$ cat src/rtl/fcmp_pkg.sv
package fcmp_pkg;
  // operand classification
  typedef struct packed {
    logic is_nan;
    logic is_snan;
    logic is_zero;
    logic sign;
  } fp_class_t;

  // one-hot condition codes
  localparam logic [3:0] CC_LT = 4'b1000;
  localparam logic [3:0] CC_GT = 4'b0100;
  localparam logic [3:0] CC_EQ = 4'b0010;
  localparam logic [3:0] CC_UN = 4'b0001;
endpackage

$ cat src/rtl/fcmp_classify.sv
module fcmp_classify
  import fcmp_pkg::*;
#(
  parameter int EXP_W  = 11,
  parameter int FRAC_W = 52
) (
  input  logic [EXP_W+FRAC_W:0] op,
  output fp_class_t             cls
);
  localparam int MSB = EXP_W + FRAC_W;

  function automatic fp_class_t classify(input logic [EXP_W+FRAC_W:0] v);
    fp_class_t c;
    logic exp_ones;
    logic frac_nz;
    exp_ones  = &v[MSB-1:FRAC_W];
    frac_nz   = |v[FRAC_W-1:0];
    c.sign    = v[MSB];
    c.is_nan  = exp_ones && frac_nz;
    c.is_snan = exp_ones && frac_nz && !v[FRAC_W-1];
    c.is_zero = ~|v[MSB-1:0];
    return c;
  endfunction

  always_comb cls = classify(op);
endmodule

$ cat src/rtl/fcmp_order.sv
module fcmp_order
  import fcmp_pkg::*;
#(
  parameter int DW = 64
) (
  input  logic [DW-1:0] a,
  input  logic [DW-1:0] b,
  input  fp_class_t     a_cls,
  input  fp_class_t     b_cls,
  output logic [3:0]    cc
);
  // ordering of two non-NaN values in sign-magnitude form
  function automatic logic [3:0] order(input logic [DW-1:0] x, input logic [DW-1:0] y,
                                       input logic both_zero);
    logic [DW-2:0] mx, my;
    mx = x[DW-2:0];
    my = y[DW-2:0];
    if (both_zero || x == y) return CC_EQ;
    if (x[DW-1] != y[DW-1]) return x[DW-1] ? CC_LT : CC_GT;
    if (!x[DW-1]) return (mx < my) ? CC_LT : CC_GT;
    return (mx > my) ? CC_LT : CC_GT;
  endfunction

  always_comb begin
    if (a_cls.is_nan || b_cls.is_nan) cc = CC_UN;
    else                              cc = order(a, b, a_cls.is_zero && b_cls.is_zero);
  end
endmodule

$ cat src/rtl/fcmp_excpt.sv
module fcmp_excpt
  import fcmp_pkg::*;
(
  input  fp_class_t a_cls,
  input  fp_class_t b_cls,
  input  logic      ordered,
  input  logic      inv_en,
  output logic      raise_snan,
  output logic      raise_cmp
);
  logic any_nan, any_snan;
  always_comb begin
    any_nan    = a_cls.is_nan || b_cls.is_nan;
    any_snan   = a_cls.is_snan || b_cls.is_snan;
    raise_snan = any_snan;
    if (!ordered)      raise_cmp = 1'b0;
    else if (any_snan) raise_cmp = !inv_en;
    else               raise_cmp = any_nan;
  end
endmodule

$ cat src/rtl/fcmp_regs.sv
module fcmp_regs #(
  parameter int          FIELDS    = 8,
  parameter int          CC_W      = 4,
  parameter logic [4:0]  FPRF_INIT = 5'b10000,
  localparam int         SEL_W     = $clog2(FIELDS),
  localparam int         CR_W      = FIELDS * CC_W
) (
  input  logic              clk,
  input  logic              rst_n,
  input  logic              start,
  input  logic [SEL_W-1:0]  sel,
  input  logic [CC_W-1:0]   cc_in,
  input  logic              raise_snan,
  input  logic              raise_cmp,
  output logic              done,
  output logic [CC_W-1:0]   code,
  output logic [CC_W:0]     fprf,
  output logic [CR_W-1:0]   cr,
  output logic              vx_snan,
  output logic              vx_cmp,
  output logic              fx
);
  logic [CC_W-1:0] fld_q [FIELDS];

  // one register per field; field 0 is the most significant nibble
  for (genvar k = 0; k < FIELDS; k++) begin : g_fld
    always_ff @(posedge clk) begin
      if (!rst_n)                                     fld_q[k] <= '0;
      else if (start && sel == SEL_W'(k))             fld_q[k] <= cc_in;
    end
    assign cr[CC_W*(FIELDS-1-k) +: CC_W] = fld_q[k];
  end

  always_ff @(posedge clk) begin
    if (!rst_n) begin
      done    <= 1'b0;
      code    <= '0;
      fprf    <= FPRF_INIT;
      vx_snan <= 1'b0;
      vx_cmp  <= 1'b0;
      fx      <= 1'b0;
    end else begin
      done <= start;
      if (start) begin
        code         <= cc_in;
        fprf[CC_W-1:0] <= cc_in;
        vx_snan      <= vx_snan | raise_snan;
        vx_cmp       <= vx_cmp | raise_cmp;
        fx           <= fx | raise_snan | raise_cmp;
      end
    end
  end

  p_done_r2:   assert property (@(posedge clk) disable iff (!rst_n) start |=> done);
  p_nodone_r2: assert property (@(posedge clk) disable iff (!rst_n) !start |=> !done);
  p_snan_sticky_r8: assert property (@(posedge clk) disable iff (!rst_n) vx_snan |=> vx_snan);
  p_cmp_sticky_r8:  assert property (@(posedge clk) disable iff (!rst_n) vx_cmp |=> vx_cmp);
  p_fx_sum_r8: assert property (@(posedge clk) disable iff (!rst_n) (vx_snan || vx_cmp) |-> fx);
  p_keep_top_r9: assert property (@(posedge clk) disable iff (!rst_n) 1'b1 |=> $stable(fprf[CC_W]));
  p_idle_r11: assert property (@(posedge clk) disable iff (!rst_n)
    !start |=> ($stable(cr) && $stable(fprf) && $stable(code) && $stable(vx_snan) && $stable(vx_cmp)));
endmodule

$ cat src/rtl/fcmp_unit.sv
module fcmp_unit
  import fcmp_pkg::*;
#(
  parameter int         EXP_W     = 11,
  parameter int         FRAC_W    = 52,
  parameter int         FIELDS    = 8,
  parameter logic [4:0] FPRF_INIT = 5'b10000,
  localparam int        DW        = EXP_W + FRAC_W + 1,
  localparam int        SEL_W     = $clog2(FIELDS),
  localparam int        CR_W      = FIELDS * 4
) (
  input  logic             clk,
  input  logic             rst_n,
  input  logic             start,
  input  logic             ordered,
  input  logic             inv_en,
  input  logic [SEL_W-1:0] field_sel,
  input  logic [DW-1:0]    op_a,
  input  logic [DW-1:0]    op_b,
  output logic             done,
  output logic [3:0]       code,
  output logic [4:0]       fprf,
  output logic [CR_W-1:0]  cr,
  output logic             vx_snan,
  output logic             vx_cmp,
  output logic             fx
);
  fp_class_t  cls_ab [2];
  logic [3:0] cc_w;
  logic       raise_snan_w, raise_cmp_w;

  for (genvar i = 0; i < 2; i++) begin : g_cls
    fcmp_classify #(.EXP_W(EXP_W), .FRAC_W(FRAC_W)) u_cls (
      .op  (i == 0 ? op_a : op_b),
      .cls (cls_ab[i])
    );
  end

  fcmp_order #(.DW(DW)) u_order (
    .a(op_a), .b(op_b), .a_cls(cls_ab[0]), .b_cls(cls_ab[1]), .cc(cc_w)
  );

  fcmp_excpt u_excpt (
    .a_cls(cls_ab[0]), .b_cls(cls_ab[1]), .ordered(ordered), .inv_en(inv_en),
    .raise_snan(raise_snan_w), .raise_cmp(raise_cmp_w)
  );

  fcmp_regs #(.FIELDS(FIELDS), .CC_W(4), .FPRF_INIT(FPRF_INIT)) u_regs (
    .clk(clk), .rst_n(rst_n), .start(start), .sel(field_sel), .cc_in(cc_w),
    .raise_snan(raise_snan_w), .raise_cmp(raise_cmp_w),
    .done(done), .code(code), .fprf(fprf), .cr(cr),
    .vx_snan(vx_snan), .vx_cmp(vx_cmp), .fx(fx)
  );

  // named events for the properties
  logic nan_seen, snan_seen, zeros_seen;
  assign nan_seen   = cls_ab[0].is_nan  || cls_ab[1].is_nan;
  assign snan_seen  = cls_ab[0].is_snan || cls_ab[1].is_snan;
  assign zeros_seen = cls_ab[0].is_zero && cls_ab[1].is_zero && !nan_seen;

  p_onehot_r3: assert property (@(posedge clk) disable iff (!rst_n) done |-> $countones(code) == 1);
  p_nan_un_r3: assert property (@(posedge clk) disable iff (!rst_n)
    (start && nan_seen) |=> code == CC_UN);
  p_zero_eq_r4: assert property (@(posedge clk) disable iff (!rst_n)
    (start && zeros_seen) |=> code == CC_EQ);
  p_snan_raise_r5: assert property (@(posedge clk) disable iff (!rst_n)
    (start && snan_seen) |=> vx_snan);
  p_unord_quiet_r6: assert property (@(posedge clk) disable iff (!rst_n)
    (start && !ordered && !snan_seen) |=> ($stable(vx_snan) && $stable(vx_cmp) && $stable(fx)));
  p_ord_quiet_r6: assert property (@(posedge clk) disable iff (!rst_n)
    (start && ordered && nan_seen && !snan_seen) |=> vx_cmp);
  p_ord_snan_en_r7: assert property (@(posedge clk) disable iff (!rst_n)
    (start && ordered && snan_seen && inv_en) |=> $stable(vx_cmp));
  p_fprf_code_r9: assert property (@(posedge clk) disable iff (!rst_n) done |-> fprf[3:0] == code);
endmodule

$ cat config.mk
export PLATFORM = sky130hd
export DESIGN_NAME = fcmp_unit
export DESIGN_NICKNAME = d
export VERILOG_FILES = /design/src/rtl/fcmp_pkg.sv /design/src/rtl/fcmp_classify.sv /design/src/rtl/fcmp_order.sv /design/src/rtl/fcmp_excpt.sv /design/src/rtl/fcmp_regs.sv /design/src/rtl/fcmp_unit.sv
export SDC_FILE = /design/constraint.sdc
export NUM_CORES = 1
export LEC_CHECK = 0
export BUFFER_PORTS_ARGS = -buffer_cell sky130_fd_sc_hd__buf_2
export CAP_MARGIN = 25
export CORE_ASPECT_RATIO = 1.25
export CORE_MARGIN = 3
export CORE_UTILIZATION = 42
export CTS_CLUSTER_SIZE = 25
export DETAILED_ROUTE_END_ITERATION = 6
export GPL_TIMING_DRIVEN = 0
export PLACE_DENSITY = 0.87
export SYNTH_ARGS = -nofsm -noshare
export SYNTH_HDL_FRONTEND = slang
export SYNTH_SLANG_ARGS = --single-unit
$ cat constraint.sdc
create_clock -name clk -period 2.35 [get_ports clk]
set_input_delay 0 -clock clk [delete_from_list [all_inputs] [get_ports clk]]
set_output_delay 0 -clock clk [all_outputs]
set_load 0.02 [all_outputs]
==> results of run 1 <==
## power breakdown
group / total, µW / internal, µW / switching, µW / leakage [µW]
sequential: 819 / 805 / 14.3 / 0.000374
combinational: 725 / 315 / 410 / 0.00203
clock: 550 / 314 / 236 / 0.0000558
## layout make-up
class                   instances  share of cell area (%)
flip-flops and latches         40                    22.2
clock inverters                 3                   0.844
repair buffers                186                    19.9
diodes                          1                  0.0496
inverters                      69                    5.14
multi-input cells             302                    46.5
well taps                      97                    2.41
clock buffers                   5                    1.36
plain buffers                  13                    1.54
## through the flow
step | utilization [%] | TNS, ns | total power [µW]
floorplan | - | 0 | 1190
global route | 60.8 | 0 | 2190
finish | 60.8 | 0 | 2090
CTS | 58.0 | 0 | 2030
global placement | 55.9 | -13.26 | 1440
detailed placement | 55.9 | -14.44 | 1470
## routing by layer
metal | vias to the layer above | part of all wire (%)
met4 | 0 | 5.4
met1 | 1869 | 35
met2 | 251 | 52
met5 | - | 0
li1 | 1952 | -
met3 | 61 | 8.0
## repair_timing
action | CTS | global route
hold buffers | 2 | 0
endpoints found under the hold margin | 1 | 0
resized for setup | 1 | 34
pin swaps | 4 | 4
setup buffers | 3 | 3
endpoints found under the setup margin | 18 | 36
cloned | 0 | 1
## layout by cell type, fill, tap and decap left out, drive strengths merged, types with 2 or more instances in the layout
cell type / instances
buf: 190
inv: 69
ha: 63
nor4: 39
edfxtp: 32
nor2: 30
nand2: 28
a21oi: 27
nand4: 24
nor3: 19
o21ai: 18
nand3: 15
clkbuf: 12
dfxtp: 8
a211oi: 5
nand2b: 3
nor2b: 3
o31ai: 2
or4: 2
and2: 2
a221o: 2
a21o: 2
a211o: 2
a221oi: 2
a32o: 2
dlygate4sd3: 2
o211ai: 2
clkinv: 2
## registers in the layout, indices dropped and copies added, names as in the netlist
signal	cells
u_regs.done	1
u_regs.fld_q	32
u_regs.vx_cmp	1
u_regs.fx	1
u_regs.vx_snan	1
u_regs.code	4
## path summary, 6_finish.rpt
check,startpoint,end,cells after the start
setup / recovery,op_b[54],u_regs.fld_q[0][14]$_SDFFCE_PN0P_,13
hold / removal,rst_n,u_regs.code[2]$_SDFFE_PN0P_,2
setup reg to reg,u_regs.code[1]$_SDFFE_PN0P_,u_regs.code[1]$_SDFFE_PN0P_,3
hold reg to reg,u_regs.fx$_SDFFE_PN0P_,u_regs.fx$_SDFFE_PN0P_,2
## cell usage after synthesis, drive strengths merged (3+ instances only)
cell type and count:
clkbuf 6, nor4 39, nor2b 3, nand3 15, nand2b 3, o21ai 18, a21oi 27, edfxtp 32
a211oi 5, buf 7, nor3 19, nor2 30, ha 63, dfxtp 8, inv 69, nand4 24
nand2 28
## critical path, cell delays in order
cell	delay, ns
buf_2	0.11
inv_2	0.08
ha_4	0.21
a21oi_1	0.14
o21ai_1	0.09
a221o_1	0.30
a211o_1	0.30
nor4_4	0.19
o211ai_2	0.13
buf_4	0.16
a211oi_4	0.33
clkbuf_16	0.22
nor3_1	0.04
## kinds of logic after synthesis
family,Yosys count
simple gates,168
buf+inv,82
compound gates,69
fa+ha+maj,63
flops,40
xor+xnor,1
other cells,1
==> impl_metrics.env, run 1 <==
export IMPL_max_slew_margin_pct=56.1
export IMPL_fin_area_mm2=0.00504
export IMPL_port_buffers=177
export IMPL_tritoncts="built"
export IMPL_synth_area_leaders="edfxtp_1 (27%), ha_1 (22%), inv_1 (7.2%), nor4_1 (6.6%), dfxtp_1 (4.4%)"
export IMPL_drt_wl_total_um=12200
export IMPL_die_h_um=110
export IMPL_crit_required_ns=2.39
export IMPL_fmax_ghz=0.444
export IMPL_cap_violations=0
export IMPL_path_class="in2reg"
export IMPL_synth_compound_area_share_pct=12.0
export IMPL_async_reset_ff_share_pct=0
export IMPL_synth_ff_type="edfxtp_1"
export IMPL_slew_violations=0
export IMPL_worst_hold_slack_ns=0.0233
export IMPL_first_pass_iters=5
export IMPL_grt_overflow_total=0
export IMPL_setup_viol=0
export IMPL_busiest_layer="met2"
export IMPL_fill_cells=689
export IMPL_synth_edf_count=32
export IMPL_hp_class="in2reg"
export IMPL_netlist_area_mm2=0.00362
export IMPL_status="finished, final reports clean"
export IMPL_fin_crit_sh_pct=95.9
export IMPL_synth_simple_area_share_pct=25.5
export IMPL_ys_seq_area_share_pct=31.0
export IMPL_layout_drive_gt1_share_pct=38.0
export IMPL_grt_max_degree=14
export IMPL_synth_xor_area_share_pct=0.242
export IMPL_synth_top_area_share_pct=26.6
export IMPL_num_io_pins=181
export IMPL_final_cells=716
export IMPL_multi_input_area_mm2=0.00235
export IMPL_place_inst=698
export IMPL_powerDensity_mw_per_mm2=415
export IMPL_synth_cell_type_count=42
export IMPL_use_met1_pct=23.7
export IMPL_clk_pin_slew_worst_paths_ns=0.08
export IMPL_drt_iter0_markers=190
export IMPL_vias=4133
export IMPL_final_nets=816
export IMPL_cts_path_max_buffers=2
export IMPL_critical_path_max_fanout=4
export IMPL_clock_sinks=40
export IMPL_irDropWorstVdd_mv=0.300
export IMPL_ys_seq_elements=40
export IMPL_finClkSkew_ns=0
export IMPL_rsz0062_at_grt="no"
export IMPL_initial_core_util_pct=43.6
export IMPL_dp_slack_ns=-0.764
export IMPL_ant_nets=0
export IMPL_clk_latency_ns=0.29
export IMPL_postSynthCellCount=424
export IMPL_final_hold_viol_count=0
export IMPL_gp_congestion=0.917
export IMPL_fin_crit_ns=2.25
export IMPL_muxShareOfSynthArea_pct=0
export IMPL_tightest_slew_ns=0.652
export IMPL_dp_hpwl_um=10100
export IMPL_fin_ws_ns=0.0953
export IMPL_regArea_mm2=0.00112
export IMPL_ys_warn_count=0
export IMPL_core_area_mm2=0.00829
export IMPL_critical_path_arrival_ns=2.30
export IMPL_grt_util_met2_pct=44.9
export IMPL_endpoint_kind="flip-flop"
export IMPL_use_met3_pct=4.35
export IMPL_grt_pass1_vias=4167
export IMPL_avgViaCountPerCell=5.77
export IMPL_cts_made_buffers=5
export IMPL_rows=37
export IMPL_ctsHtreeMaxLevel=2
export IMPL_die_area_mm2=0.00977
export IMPL_grt_use_total_pct=23.7
export IMPL_grt_pass1_wl_um=18300
export IMPL_die_w_um=89.0
export IMPL_synth_top_family_by_area="simple AND/OR/NAND/NOR gates"
export IMPL_leakage_uw=0.00246
export IMPL_drc=0
export IMPL_clockRootBuffer="clkbuf_8"
export IMPL_reg2reg_slack_ns=1.55
export IMPL_syn_mean_instance_area_um2=8.53
export IMPL_syn_nets=623
export IMPL_worstSetupStartpointType="input port"
export IMPL_syn2layout_area_growth_pct=39.4
export IMPL_antenna_found_initial=1
export IMPL_synthAdderAreaFrac_pct=21.8
export IMPL_synth_area_leader_cell="edfxtp_1"
export IMPL_placed_cell_area_mm2=0.00463
export IMPL_wire_per_inst_um=17.1
No activity file was read; power rests on OpenSTA's default activity.
==> run 2, diff against run 1 <==
--- a/config.mk
+++ b/config.mk
@@ -10,9 +10,11 @@
 export CORE_ASPECT_RATIO = 1.25
 export CORE_MARGIN = 3
 export CORE_UTILIZATION = 42
+export CTS_BUF_LIST = sky130_fd_sc_hd__clkbuf_8 sky130_fd_sc_hd__clkbuf_16
 export CTS_CLUSTER_SIZE = 25
 export DETAILED_ROUTE_END_ITERATION = 6
 export GPL_TIMING_DRIVEN = 0
+export MAX_ROUTING_LAYER = met4
 export PLACE_DENSITY = 0.87
 export SYNTH_ARGS = -nofsm -noshare
 export SYNTH_HDL_FRONTEND = slang
==> run 2 against run 1 <==
- first-iteration DRC count shrank 12%
- power is 8.4% lower
- highest routed layer unchanged
- largest power group unchanged
- clock power fell by 21%
- maximum frequency increased by 2.8%
- setup slack better by 0.062 ns
- hold slack improved by 0.00060 ns
- non-clock buffer count decreased by 5
==> impl_metrics.env, run 2 (synthesis gave the netlist of run 1 again) <==
export IMPL_rows=37
export IMPL_wire_per_inst_um=16.3
export IMPL_hold_start="rst_n"
export IMPL_crit_family="compound AO/OA/AOI/OAI gates"
export IMPL_whs_endpoint="u_regs.done$_SDFF_PN0_"
export IMPL_clock_sinks=40
export IMPL_worst_hold_path_num_cells=3
export IMPL_fin_ws_ns=0.157
export IMPL_grt_use_total_pct=23.8
export IMPL_cts_made_buffers=5
export IMPL_cts_path_max_buffers=2
export IMPL_largest_reg_flops=32
export IMPL_rsz0062_at_grt="no"
export IMPL_status="finished, final reports clean"
export IMPL_final_cells=713
export IMPL_antenna_found_initial=3
export IMPL_crit_top_cell="a211o_1"
export IMPL_max_slew_margin_pct=53.5
export IMPL_ant_nets=0
export IMPL_endpoint_kind="flip-flop"
export IMPL_hp_class="in2reg"
export IMPL_r2r_end="u_regs.code[1]$_SDFFE_PN0P_"
export IMPL_final_cell_mix="buf_2 (178), inv_1 (71), ha_1 (61), nor4_1 (35), edfxtp_1 (32)"
export IMPL_gp_congestion=0.928
export IMPL_reg2reg_slack_ns=1.59
export IMPL_critical_path_arrival_ns=2.33
export IMPL_drt_iter0_markers=167
export IMPL_wl_met2_um=6010
export IMPL_multi_input_area_mm2=0.00223
export IMPL_final_nets=811
export IMPL_clk_pin_slew_worst_paths_ns=0.07
export IMPL_grt_max_degree=12
export IMPL_clockRootBuffer="clkbuf_8"
export IMPL_layout_drive_gt1_share_pct=34.4
export IMPL_regToRegStartpoint="u_regs.code[1]$_SDFFE_PN0P_"
export IMPL_num_io_pins=181
export IMPL_worstSetupStartpointType="input port"
export IMPL_path_cells="buf_2, inv_1, ha_1, nand4_1, nor2_1, a221o_1, a211o_1, nor4_4, o211ai_2, a211o_1, buf_6, nor3_2"
export IMPL_cp_slowest_cell="a211o_1"
export IMPL_drt_wl_total_um=11600
export IMPL_regArea_mm2=0.00112
export IMPL_fill_cells=726
export IMPL_die_w_um=89.0
export IMPL_first_pass_iters=5
export IMPL_grt_pass1_vias=4071
export IMPL_reg_top3="u_regs.fld_q x32, u_regs.code x4"
export IMPL_die_area_mm2=0.00977
export IMPL_tritoncts="built"
export IMPL_avgViaCountPerCell=5.71
export IMPL_ctsHtreeMaxLevel=2
export IMPL_critical_path_max_fanout=9
export IMPL_wl_met3_um=897
export IMPL_slew_violations=0
export IMPL_finClkSkew_ns=0
export IMPL_fin_crit_ns=2.19
export IMPL_initial_core_util_pct=43.6
export IMPL_clk_latency_ns=0.29
export IMPL_cap_violations=0
export IMPL_fin_crit_sh_pct=93.3
export IMPL_port_buffers=177
export IMPL_reg2reg_depth=3
export IMPL_final_common_cell="buf_2"
export IMPL_dp_hpwl_um=9990
export IMPL_fin_total_pwr_uw=1920
export IMPL_crit_required_ns=2.49
export IMPL_syn2layout_area_growth_pct=33.6
export IMPL_place_inst=698
export IMPL_tightest_slew_ns=0.691
export IMPL_vias=4070
export IMPL_final_hold_viol_count=0
export IMPL_irDropWorstVdd_mv=0.194
export IMPL_drc=0
export IMPL_largest_register="u_regs.fld_q"
export IMPL_cp_num_buf_inv=3
export IMPL_wl_met1_um=4100
export IMPL_grt_pass1_wl_um=17900
export IMPL_die_h_um=110
export IMPL_grt_overflow_total=0
export IMPL_dp_slack_ns=-0.789
export IMPL_path_class="in2reg"
export IMPL_cpPeakStageDelay_ns=0.33
export IMPL_fmax_ghz=0.456
export IMPL_core_area_mm2=0.00829
export IMPL_leakage_uw=0.00241
export IMPL_setup_viol=0
export IMPL_routed_top_layer="met4"
export IMPL_powerDensity_mw_per_mm2=397
[run 2: metrics by stage]
stage	util, %	hold WS [ns]	cell area [µm²]	TNS, ns
floorplan	-	0.130	3620	0
global placement	55.9	0.253	4630	-13.32
detailed placement	55.9	0.260	4630	-15.47
CTS	57.4	0.0196	4750	0
global route	58.3	0.0336	4830	0
finish	58.3	0.0239	4830	0
[run 2: layout make-up]
| class | instances | area share, % |
|---|---|---|
| plain buffers | 13 | 1.61 |
| flip-flops and latches | 40 | 23.2 |
| multi-input cells | 302 | 46.2 |
| inverters | 69 | 5.36 |
| diodes | 3 | 0.155 |
| repair buffers | 181 | 19.3 |
| clock buffers | 5 | 1.42 |
| clock inverters | 3 | 0.233 |
| well taps | 97 | 2.51 |
[run 2: worst reg2reg max path, cell delays in order, from the launching register on]
cell     delay (ns)
dfxtp_1        0.33
nor2b_1        0.13
a31oi_1        0.14
nor2_1         0.05
[run 2: worst max-delay path by stage]
stage | from | endpoint | cells past startpoint
floorplan | op_b[61] | u_regs.code[2]$_SDFFE_PN0P_ | 11
global placement | op_b[45] | u_regs.fld_q[1][6]$_SDFFCE_PN0P_ | 10
detailed placement | op_b[45] | u_regs.fld_q[1][14]$_SDFFCE_PN0P_ | 10
CTS | op_b[40] | u_regs.fld_q[1][0]$_SDFFCE_PN0P_ | 9
global route | op_b[40] | u_regs.fld_q[1][14]$_SDFFCE_PN0P_ | 10
finish | op_b[58] | u_regs.fld_q[1][15]$_SDFFCE_PN0P_ | 12
[run 2: metal layers]
metal / up-vias / GRT usage [%]
met5: - / -
met4: 0 / 11.7
met3: 52 / 3.75
met2: 229 / 44.3
met1: 1841 / 23.6
li1: 1948 / -
[run 2: where the power goes]
group	internal, µW	total [µW]	switching [µW]
Combinational	282	669	386
Clock	198	432	234
Sequential	805	818	13.5
[run 2: repair_timing]
item,CTS,global route
setup endpoints to repair,18,36
pin swaps,4,1
hold buffers,1,0
endpoints found under the hold margin,1,0
setup buffers,2,1
gates resized for setup,1,10
